### src/rtl/fwdwin_pkg.sv
package fwdwin_pkg;
  localparam int QAW = 64;
  localparam int CFG_AW = 8;
  localparam int CFG_DW = 16;
  localparam int NUM_SPACES = 4;
  localparam int NUM_WIN_BYTES = 22;
  localparam int IO_GRAN_BITS = 12;
  localparam int MEM_GRAN_BITS = 20;

  localparam int SL_IO_BASE = 0;
  localparam int SL_IO_LIM = 1;
  localparam int SL_MEM_BASE = 2;
  localparam int SL_MEM_LIM = 4;
  localparam int SL_PF_BASE = 6;
  localparam int SL_PF_LIM = 8;
  localparam int SL_PF_BASE_UP = 10;
  localparam int SL_PF_LIM_UP = 14;
  localparam int SL_IO_BASE_UP = 18;
  localparam int SL_IO_LIM_UP = 20;

  typedef enum logic [1:0] {
    SPACE_IO   = 2'd0,
    SPACE_MEM  = 2'd1,
    SPACE_PREF = 2'd2,
    SPACE_NONE = 2'd3
  } space_e;

  typedef struct packed {
    logic [NUM_WIN_BYTES-1:0]       byteWe;
    logic [NUM_WIN_BYTES-1:0][7:0]  byteData;
    logic                           clipLoad;
  } ctrl_strobe_t;

  // Slot 0/1 map to the two I/O bytes, slots 2.. map to 0x20 upward.
  function automatic logic [CFG_AW-1:0] offOf(int slot);
    if (slot < 2) return CFG_AW'(8'h1C + slot);
    return CFG_AW'(8'h20 + slot - 2);
  endfunction
endpackage

### src/rtl/fwdwin_ctrl.sv
module fwdwin_ctrl
  import fwdwin_pkg::*;
(
  input  logic              clk,
  input  logic              rstN,
  input  logic              cfgWrEn,
  input  logic              cfgWide,
  input  logic [CFG_AW-1:0] cfgAddr,
  input  logic [CFG_DW-1:0] cfgData,
  input  logic              clipReq,
  output ctrl_strobe_t      strobe,
  output logic              cfgUpdate,
  output logic              clipValid
);
  logic [CFG_AW-1:0] hiAddr;
  logic [NUM_WIN_BYTES-1:0] slotWe;
  logic [NUM_WIN_BYTES-1:0][7:0] slotData;
  logic touched;

  assign hiAddr = cfgAddr + CFG_AW'(1);

  for (genvar s = 0; s < NUM_WIN_BYTES; s++) begin : g_slot
    localparam logic [CFG_AW-1:0] SlotOff = offOf(s);
    logic loMatch;
    logic hiMatch;
    assign loMatch = (cfgAddr == SlotOff);
    assign hiMatch = cfgWide && (hiAddr == SlotOff);
    assign slotWe[s] = cfgWrEn && (loMatch || hiMatch);
    assign slotData[s] = hiMatch ? cfgData[15:8] : cfgData[7:0];
  end

  assign touched = |slotWe;

  always_comb begin
    strobe.byteWe = slotWe;
    strobe.byteData = slotData;
    strobe.clipLoad = clipReq;
  end

  always_ff @(posedge clk or negedge rstN) begin
    if (!rstN) begin
      cfgUpdate <= 1'b0;
      clipValid <= 1'b0;
    end else begin
      cfgUpdate <= touched;
      clipValid <= clipReq;
    end
  end
endmodule

### src/rtl/fwdwin_dp.sv
module fwdwin_dp
  import fwdwin_pkg::*;
(
  input  logic           clk,
  input  logic           rstN,
  input  ctrl_strobe_t   strobe,
  input  logic           ioEnable,
  input  logic           memEnable,
  input  space_e         qSpace,
  input  logic [QAW-1:0] qAddr,
  output logic           qHit,
  input  space_e         clipSpace,
  input  logic [QAW-1:0] clipBase,
  input  logic [QAW-1:0] clipSize,
  output logic           clipMapped,
  output logic [QAW-1:0] clipOutBase,
  output logic [QAW-1:0] clipOutSize
);
  localparam int MemFieldW = 32 - MEM_GRAN_BITS;
  localparam int IoNibW = 16 - IO_GRAN_BITS;

  logic [IoNibW-1:0]    ioBaseNib, ioLimNib;
  logic                 ioBaseWide, ioLimWide;
  logic [15:0]          ioBaseUp, ioLimUp;
  logic [MemFieldW-1:0] memBaseF, memLimF, pfBaseF, pfLimF;
  logic [31:0]          pfBaseUp, pfLimUp;

  logic [NUM_WIN_BYTES-1:0]      we;
  logic [NUM_WIN_BYTES-1:0][7:0] wd;
  assign we = strobe.byteWe;
  assign wd = strobe.byteData;

  logic unusedLowBits;
  assign unusedLowBits = ^{wd[SL_IO_BASE][3:1], wd[SL_IO_LIM][3:1],
                           wd[SL_MEM_BASE][3:0], wd[SL_MEM_LIM][3:0],
                           wd[SL_PF_BASE][3:0], wd[SL_PF_LIM][3:0]};

  // Field storage; reset leaves every base above its limit.
  always_ff @(posedge clk or negedge rstN) begin
    if (!rstN) begin
      ioBaseNib  <= '1;
      ioLimNib   <= '0;
      ioBaseWide <= 1'b0;
      ioLimWide  <= 1'b0;
      ioBaseUp   <= '0;
      ioLimUp    <= '0;
      memBaseF   <= '1;
      memLimF    <= '0;
      pfBaseF    <= '1;
      pfLimF     <= '0;
      pfBaseUp   <= '1;
      pfLimUp    <= '0;
    end else begin
      if (we[SL_IO_BASE]) begin
        ioBaseNib  <= wd[SL_IO_BASE][7:4];
        ioBaseWide <= wd[SL_IO_BASE][0];
      end
      if (we[SL_IO_LIM]) begin
        ioLimNib  <= wd[SL_IO_LIM][7:4];
        ioLimWide <= wd[SL_IO_LIM][0];
      end
      if (we[SL_MEM_BASE])   memBaseF[3:0]  <= wd[SL_MEM_BASE][7:4];
      if (we[SL_MEM_BASE+1]) memBaseF[11:4] <= wd[SL_MEM_BASE+1];
      if (we[SL_MEM_LIM])    memLimF[3:0]   <= wd[SL_MEM_LIM][7:4];
      if (we[SL_MEM_LIM+1])  memLimF[11:4]  <= wd[SL_MEM_LIM+1];
      if (we[SL_PF_BASE])    pfBaseF[3:0]   <= wd[SL_PF_BASE][7:4];
      if (we[SL_PF_BASE+1])  pfBaseF[11:4]  <= wd[SL_PF_BASE+1];
      if (we[SL_PF_LIM])     pfLimF[3:0]    <= wd[SL_PF_LIM][7:4];
      if (we[SL_PF_LIM+1])   pfLimF[11:4]   <= wd[SL_PF_LIM+1];
      for (int b = 0; b < 2; b++) begin
        if (we[SL_IO_BASE_UP+b]) ioBaseUp[8*b +: 8] <= wd[SL_IO_BASE_UP+b];
        if (we[SL_IO_LIM_UP+b])  ioLimUp[8*b +: 8]  <= wd[SL_IO_LIM_UP+b];
      end
      for (int b = 0; b < 4; b++) begin
        if (we[SL_PF_BASE_UP+b]) pfBaseUp[8*b +: 8] <= wd[SL_PF_BASE_UP+b];
        if (we[SL_PF_LIM_UP+b])  pfLimUp[8*b +: 8]  <= wd[SL_PF_LIM_UP+b];
      end
    end
  end

  // Full window addresses, indexed by space code.
  logic [NUM_SPACES-1:0][QAW-1:0] winBase, winLim;
  logic [NUM_SPACES-1:0]          winOn;

  always_comb begin
    winBase[SPACE_IO] = {32'b0, (ioBaseWide ? ioBaseUp : 16'b0), ioBaseNib,
                         {IO_GRAN_BITS{1'b0}}};
    winLim[SPACE_IO]  = {32'b0, (ioLimWide ? ioLimUp : 16'b0), ioLimNib,
                         {IO_GRAN_BITS{1'b1}}};
    winBase[SPACE_MEM] = {32'b0, memBaseF, {MEM_GRAN_BITS{1'b0}}};
    winLim[SPACE_MEM]  = {32'b0, memLimF, {MEM_GRAN_BITS{1'b1}}};
    winBase[SPACE_PREF] = {pfBaseUp, pfBaseF, {MEM_GRAN_BITS{1'b0}}};
    winLim[SPACE_PREF]  = {pfLimUp, pfLimF, {MEM_GRAN_BITS{1'b1}}};
    winBase[SPACE_NONE] = '1;
    winLim[SPACE_NONE]  = '0;
    winOn[SPACE_IO]   = ioEnable;
    winOn[SPACE_MEM]  = memEnable;
    winOn[SPACE_PREF] = memEnable;
    winOn[SPACE_NONE] = 1'b0;
  end

  assign qHit = winOn[qSpace] && (qAddr >= winBase[qSpace]) &&
                (qAddr <= winLim[qSpace]);

  // Range clip against the selected window.
  logic [QAW:0]   reqEndWide;
  logic [QAW-1:0] reqEnd, selBase, selLim, cutLo, cutHi, cutSize;
  logic           cutOk;

  always_comb begin
    reqEndWide = {1'b0, clipBase} + {1'b0, clipSize} - (QAW+1)'(1);
    reqEnd  = reqEndWide[QAW] ? '1 : reqEndWide[QAW-1:0];
    selBase = winBase[clipSpace];
    selLim  = winLim[clipSpace];
    cutLo   = (clipBase > selBase) ? clipBase : selBase;
    cutHi   = (reqEnd < selLim) ? reqEnd : selLim;
    cutOk   = winOn[clipSpace] && (clipSize != '0) && (cutLo <= cutHi);
    cutSize = cutHi - cutLo + QAW'(1);
  end

  always_ff @(posedge clk or negedge rstN) begin
    if (!rstN) begin
      clipMapped  <= 1'b0;
      clipOutBase <= '1;
      clipOutSize <= '0;
    end else if (strobe.clipLoad) begin
      clipMapped  <= cutOk;
      clipOutBase <= cutOk ? cutLo : '1;
      clipOutSize <= cutOk ? cutSize : '0;
    end
  end
endmodule

### src/rtl/fwd_window_decoder.sv
module fwd_window_decoder
  import fwdwin_pkg::*;
(
  input  logic              clk,
  input  logic              rstN,
  input  logic              cfgWrEn,
  input  logic              cfgWide,
  input  logic [CFG_AW-1:0] cfgAddr,
  input  logic [CFG_DW-1:0] cfgData,
  input  logic              ioEnable,
  input  logic              memEnable,
  input  logic [1:0]        qSpace,
  input  logic [QAW-1:0]    qAddr,
  output logic              qHit,
  input  logic              clipReq,
  input  logic [1:0]        clipSpace,
  input  logic [QAW-1:0]    clipBase,
  input  logic [QAW-1:0]    clipSize,
  output logic              cfgUpdate,
  output logic              clipValid,
  output logic              clipMapped,
  output logic [QAW-1:0]    clipOutBase,
  output logic [QAW-1:0]    clipOutSize
);
  ctrl_strobe_t strobe;

  fwdwin_ctrl u_ctrl (
    .clk(clk), .rstN(rstN), .cfgWrEn(cfgWrEn), .cfgWide(cfgWide),
    .cfgAddr(cfgAddr), .cfgData(cfgData), .clipReq(clipReq),
    .strobe(strobe), .cfgUpdate(cfgUpdate), .clipValid(clipValid)
  );

  fwdwin_dp u_dp (
    .clk(clk), .rstN(rstN), .strobe(strobe), .ioEnable(ioEnable),
    .memEnable(memEnable), .qSpace(space_e'(qSpace)), .qAddr(qAddr),
    .qHit(qHit), .clipSpace(space_e'(clipSpace)), .clipBase(clipBase),
    .clipSize(clipSize), .clipMapped(clipMapped),
    .clipOutBase(clipOutBase), .clipOutSize(clipOutSize)
  );
endmodule

### config.mk
export PLATFORM = sky130hd
export DESIGN_NAME = fwd_window_decoder
export DESIGN_NICKNAME = d
export VERILOG_FILES = /design/src/rtl/fwdwin_pkg.sv /design/src/rtl/fwdwin_ctrl.sv /design/src/rtl/fwdwin_dp.sv /design/src/rtl/fwd_window_decoder.sv
export SDC_FILE = /design/constraint.sdc
export NUM_CORES = 2
export LEC_CHECK = 0
export BUFFER_PORTS_ARGS = -buffer_cell sky130_fd_sc_hd__buf_2
export CORE_MARGIN = 8
export CORE_UTILIZATION = 40
export CTS_CLUSTER_SIZE = 20
export DETAILED_ROUTE_END_ITERATION = 6
export PLACE_DENSITY = 0.62
export SETUP_SLACK_MARGIN = 0.4
export SYNTH_ARGS = -nofsm -noshare
export SYNTH_HDL_FRONTEND = slang
export SYNTH_SLANG_ARGS = --single-unit
### constraint.sdc
create_clock -name clk -period 13.55 [get_ports clk]
set_input_delay 0.6775 -clock clk [delete_from_list [all_inputs] [get_ports clk]]
set_output_delay 0.6775 -clock clk [all_outputs]
set_load 0.05 [all_outputs]
* After elaboration in Yosys (flattened, before gate mapping)
Cells that the tools add are included.
** Word-level totals
- Register bits :: 285
** Cells by class
- Add/sub/neg operators :: 5
- Order comparisons :: 7
- Equal/unequal tests :: 44
- Muxes and demuxes :: 41
- Reductions and logical operators :: 72
** Operators by type and width (number)
- two-way mux 64 bit :: 9
- binary-select mux 64 bit (select 2 bit) :: 4
- == test 8 x 6 -> 1 bit, second input constant :: 40
- two-way mux 8 bit :: 22
- less-or-equal comparator 64 bit :: 2
- adder 64 x 64 -> 65 bit :: 1
- subtractor 65 x 1 -> 65 bit, second input constant :: 1
- adder 64 x 1 -> 64 bit, second input constant :: 1
- greater-or-equal comparator 64 bit :: 1
- > comparator 64 bit :: 1
- < comparator 64 bit :: 1
- nonzero test 64 bit :: 1
- subtractor 64 bit :: 1
- logical AND 1 bit :: 48
- == test 8 x 5 -> 1 bit, second input constant :: 4
- two-way mux 16 bit :: 2
- logical OR 1 bit :: 22
- OR reduction 22 bit :: 1
- adder 8 x 1 -> 8 bit, second input constant :: 1
- < comparator 2 x 3 -> 1 bit, second input constant :: 2
- binary-select mux 1 bit (select 2 bit) :: 2
- two-way mux 1 bit :: 2

* Longest topological paths before layout
- Depth in word-level cells :: 8
- Gate-level depth with buffers :: 41
- Gate-level depth less buffers :: 37

* Hierarchy
A second synthesis with hierarchy kept.
** Unflattened totals
- Cell total of the unflattened synthesis :: 4182
- Area total of the unflattened synthesis :: 35158.7 sq um
** By module, submodules not included
- fwdwin_dp :: times used 1, cells each 3830, area each 31996.9 sq um
- fwdwin_ctrl :: times used 1, cells each 352, area each 3161.8 sq um

* Worst setup path before layout
OpenSTA, ideal clock, no wires.
- Kind :: in2reg
- Start point :: input clipBase[50]
- End point :: register u_dp.clipOutSize[63]
- Library setup time :: 0.104 ns
- Arrival :: 8.281 ns
- Required time :: 13.446 ns
- Setup slack :: 5.166 ns
- Stages on the path :: 40
- Path through :: inv_1 > ha_1 > inv_1 > ha_1 > a21oi_1 > a21oi_1 > o31a_1 > a211o_1 > a221o_1 > o21ai_2 > nand2_1 > clkbuf_1 > nor2_1 > inv_1 > ha_1 > a21o_1 > a21o_1 > a21o_1 > (+4 left out) > a211oi_2 > buf_4 > buf_12 > buf_12 > mux2i_1 > ha_1 > inv_1 > ha_1 > fa_1 > a211oi_1 > o211ai_1 > a21oi_1 > a21boi_0 > o211ai_1 > a21oi_1 > o311ai_1 > a21boi_0 > o311ai_1
** Between the ends
- Longest elaborated chain between the ends :: 8
** RTL lines
- start, declared :: RTL line fwd_window_decoder.sv:17 : input logic [QAW-1:0] clipBase,
- adder 64 x 64 -> 65 bit :: RTL line fwdwin_dp.sv:111 : reqEndWide = {1'b0, clipBase} + {1'b0, clipSize} - (QAW+1)'(1);
- subtractor 65 x 1 -> 65 bit :: RTL line fwdwin_dp.sv:111
- two-way mux 64 bit :: RTL line fwdwin_dp.sv:112 : reqEnd = reqEndWide[QAW] ? '1 : reqEndWide[QAW-1:0];
- < comparator 64 bit :: RTL line fwdwin_dp.sv:116 : cutHi = (reqEnd < selLim) ? reqEnd : selLim;
- two-way mux 64 bit :: RTL line fwdwin_dp.sv:116
- subtractor 64 bit or less-or-equal comparator 64 bit (tied branches) :: RTL line fwdwin_dp.sv:118, fwdwin_dp.sv:117
- adder 64 x 1 -> 64 bit or logical AND 1 bit (tied branches) :: RTL line fwdwin_dp.sv:118, fwdwin_dp.sv:117
- two-way mux 64 bit (*) :: RTL line fwdwin_dp.sv:129 : clipOutSize <= cutOk ? cutSize : '0;
- end signal, assigned :: RTL line fwdwin_dp.sv:129
- end, declared :: RTL line fwdwin_dp.sv:17 : output logic [QAW-1:0] clipOutSize
Mark *: on every way between the ends. The rest lies on a longest branch, timed or not.
A chain may end at the register's enable or synchronous reset.

* Final worst setup path
- Start point :: input clipBase[7]
- End point :: register u_dp.clipOutSize[63]
Same word-level chain as after synthesis.

==> results.yml <==
timing:
  final_hold_viol_count: 0
  max_freq_ghz: 0.0873
  worst_hold_slack_ns: 0.121
  tns_ns: 0
  drv_slew: 0
  maxSlewHeadroom: 0.211
  finalCritPeriodShare: 0.845
  worst_pin_slew_ns: 1.18
  setup_viol: 0
  period_needed_ns: 11.45
  skew_ns: 0.0396
  rsz0062_at_grt: "no"
die:
  dieArea_sq_mm: 0.0998
  rows: 110
  core-area_sq_mm: 0.0896
  pin_count: 359
  start_util: 0.402
  die_w_microns: 316
  die_h_microns: 316
route:
  ant_nets: 0
  wirelength_microns: 155000
  drt_iter0_drc: 3654
  drc: 0
  firstDrtPassIters: 6
  routed-via-count: 36300
  wl_per_cell_microns: 25.8
  viasPerCell: 6.03
place:
  place_area_sq_mm: 0.0385
  dpl.hpwl_microns: 126000
  place_congestion: 1.01
  portBuffers: 358
setup_path:
  crit_top_cell: "ha_1"
  crit_required_ns: 14.04
  critPathCapture: "u_dp.clipOutSize[63]"
  cp-end-kind: "flop"
  critPathKind: "input pin to flop"
  startpoint: "clipBase[7]"
  slowest_delay_ns: 0.84
  cp-start-kind: "input pin"
  slowest_stage: "nor2_4"
  cp.arrival_ns: 11.94
  crit_fanout: 47
  rrSetupSlack_ns: 4.53
  ff2ff_path_depth: 29
  r2r_end: "u_dp.clipOutSize[63]"
  reg2reg_from: "u_dp.ioLimWide"
grt:
  grt.total_usage: 0.298
  grt_overflow_total: 0
  grt_pass1_vias: 34600
  grt_max_degree: 139
  grt_first_pass_wirelength_microns: 227000
  antenna_found_initial: 10
clock_tree:
  clockBufferDepth: 3
  clk_pin_slew_ns: 0.06
  cts_buffers: 39
  clock_latency_ns: 0.61
  holdBufCountCts: 0
  cts_setup_buffers: 0
  htreeDepth: 2
  cts_root_buf: "clkbuf_16"
  cts_tree: "done"
  post_cts_resized: 0
  clock_sinks: 285
yosys:
  yosys.area.top_type: "ha_1"
  synth_flop_cell: "dfrtp_1"
  synth_top_area_frac: 0.200
  synthesis.nets: 5437
  synth_seq_cells: 285
  syn_area_sq_mm: 0.0360
  synth_area_leaders: "ha_1 20%, dfrtp_1 11%, dfstp_2 9.1%"
  synthCells: 4634
  yosysMostFrequentCell: "ha_1"
  syn_area_per_cell_sq_um: 7.76
  synth_commonest_cells: "574 x ha_1, 528 x nand2_1, 461 x o21ai_0"
  yosys_warnings: 0
  synth_edf_count: 0
  async_flop_share: 1.00
  seq_area_frac_synth: 0.203
  synth_cell_types: 92
min_path:
  min_path_type: "input pin to async pin"
status:
  status: "finished clean"
layout:
  drive_above_1_share: 0.143
  syn2layout_area_growth_pct: 10.5
  register_area_sq_mm: 0.00729
  num-fill-cells: 9167
  nNetsFinal: 5614
  fin_area_sq_mm: 0.0398
  multiInputGateArea_sq_mm: 0.0261
power:
  p_leak_nw: 19.1
  vdd_drop_max_mv: 0.0853
  power_density_mw_per_mm2: 142
job:
  drv_cap: 0
power breakdown:
part           switching (mW)  internal (mW)  total (mW)
sequential              0.120           1.03        1.15
combinational            2.27           1.15        3.42
clock                   0.459          0.621        1.08
cells by family after synthesis:
| family | synth area share |
|---|---|
| compound gates | 0.244 |
| mux | 0.0828 |
| buf+inv | 0.0731 |
| simple gates | 0.174 |
| xor+xnor | 0.0222 |
| flops | 0.203 |
| fa+ha+maj | 0.201 |
final cells by class:
type / count / share of cell area
multi-input cells: 3696 / 0.657
clock buffers: 53 / 0.0282
inverters: 396 / 0.0374
repair buffers: 393 / 0.0529
clock inverters: 19 / 0.00434
diodes: 5 / 0.000315
well taps: 1176 / 0.0370
flip-flops and latches: 285 / 0.183
critical path: cells and delay by family:
family,cells,cell delay [ns]
adders and majority gates,6,1.88
and+or+nand+nor,4,1.84
AOI/OAI and AO/OA,20,6.46
buffers and inverters,5,0.63
muxes,1,0.39
per-stage QoR:
| step | power (mW) | setup WS, ns | std cells | utilization |
|---|---|---|---|---|
| 4_1_cts | 5.59 | 2.34 | 6018 | 0.444 |
| 3_3_place_gp | 4.49 | 1.91 | 5946 | 0.429 |
| 3_5_place_dp | 4.49 | 1.74 | 5946 | 0.429 |
| 5_1_grt | 5.97 | 1.47 | 6019 | 0.444 |
| 6_report | 5.65 | 2.10 | 6023 | 0.444 |
| 2_1_floorplan | 3.49 | 5.17 | 4634 | - |
per-layer routing:
| metal | up-vias | share of wire | GRT usage |
|---|---|---|---|
| met5 | - | 0.00030 | 0 |
| met4 | 6 | 0.049 | 0.123 |
| met3 | 283 | 0.084 | 0.0578 |
| met2 | 1610 | 0.42 | 0.443 |
| met1 | 17400 | 0.45 | 0.420 |
| li1 | 17000 | - | - |
registers in the layout (all words and copies together), names as in the netlist:
signal,flops
u_dp.ioBaseWide,1
u_dp.clipMapped,1
u_dp.pfLimF,12
u_dp.ioLimWide,1
u_ctrl.clipValid,1
u_dp.memLimF,12
u_dp.clipOutSize,64
u_dp.pfLimUp,32
u_dp.ioLimUp,16
u_dp.pfBaseF,12
u_dp.ioBaseNib,4
u_dp.clipOutBase,64
u_dp.ioLimNib,4
u_ctrl.cfgUpdate,1
u_dp.pfBaseUp,32
u_dp.memBaseF,12
u_dp.ioBaseUp,16
worst min path at each step:
stage | start | end | slack (ns) | cells after the start
6_report | rstN | u_dp.pfLimF[0] | 0.12 | 1
5_1_grt | rstN | u_dp.pfLimF[0] | 0.17 | 1
4_1_cts | rstN | u_dp.pfLimF[0] | 0.18 | 1
3_5_place_dp | u_dp.ioLimUp[3] | u_dp.ioLimUp[3] | 0.47 | 2
3_3_place_gp | u_dp.ioLimUp[3] | u_dp.ioLimUp[3] | 0.46 | 2
2_1_floorplan | rstN | u_ctrl.cfgUpdate | 0.38 | 0
cells in the final DEF (no fill, tap or decap), types with 81 or more instances in the layout:
master,synthesis,final
ha_1,574,574
nand2_1,528,528
o21ai_0,461,461
inv_1,394,394
buf_2,21,357
a21oi_1,302,302
nor2_1,280,278
mux2i_1,228,228
a21o_1,190,190
dfrtp_1,161,161
dfstp_2,124,124
nand4_1,109,109
nand3_1,105,105
and2_1,81,81
Power figures use the tool's default switching activity.
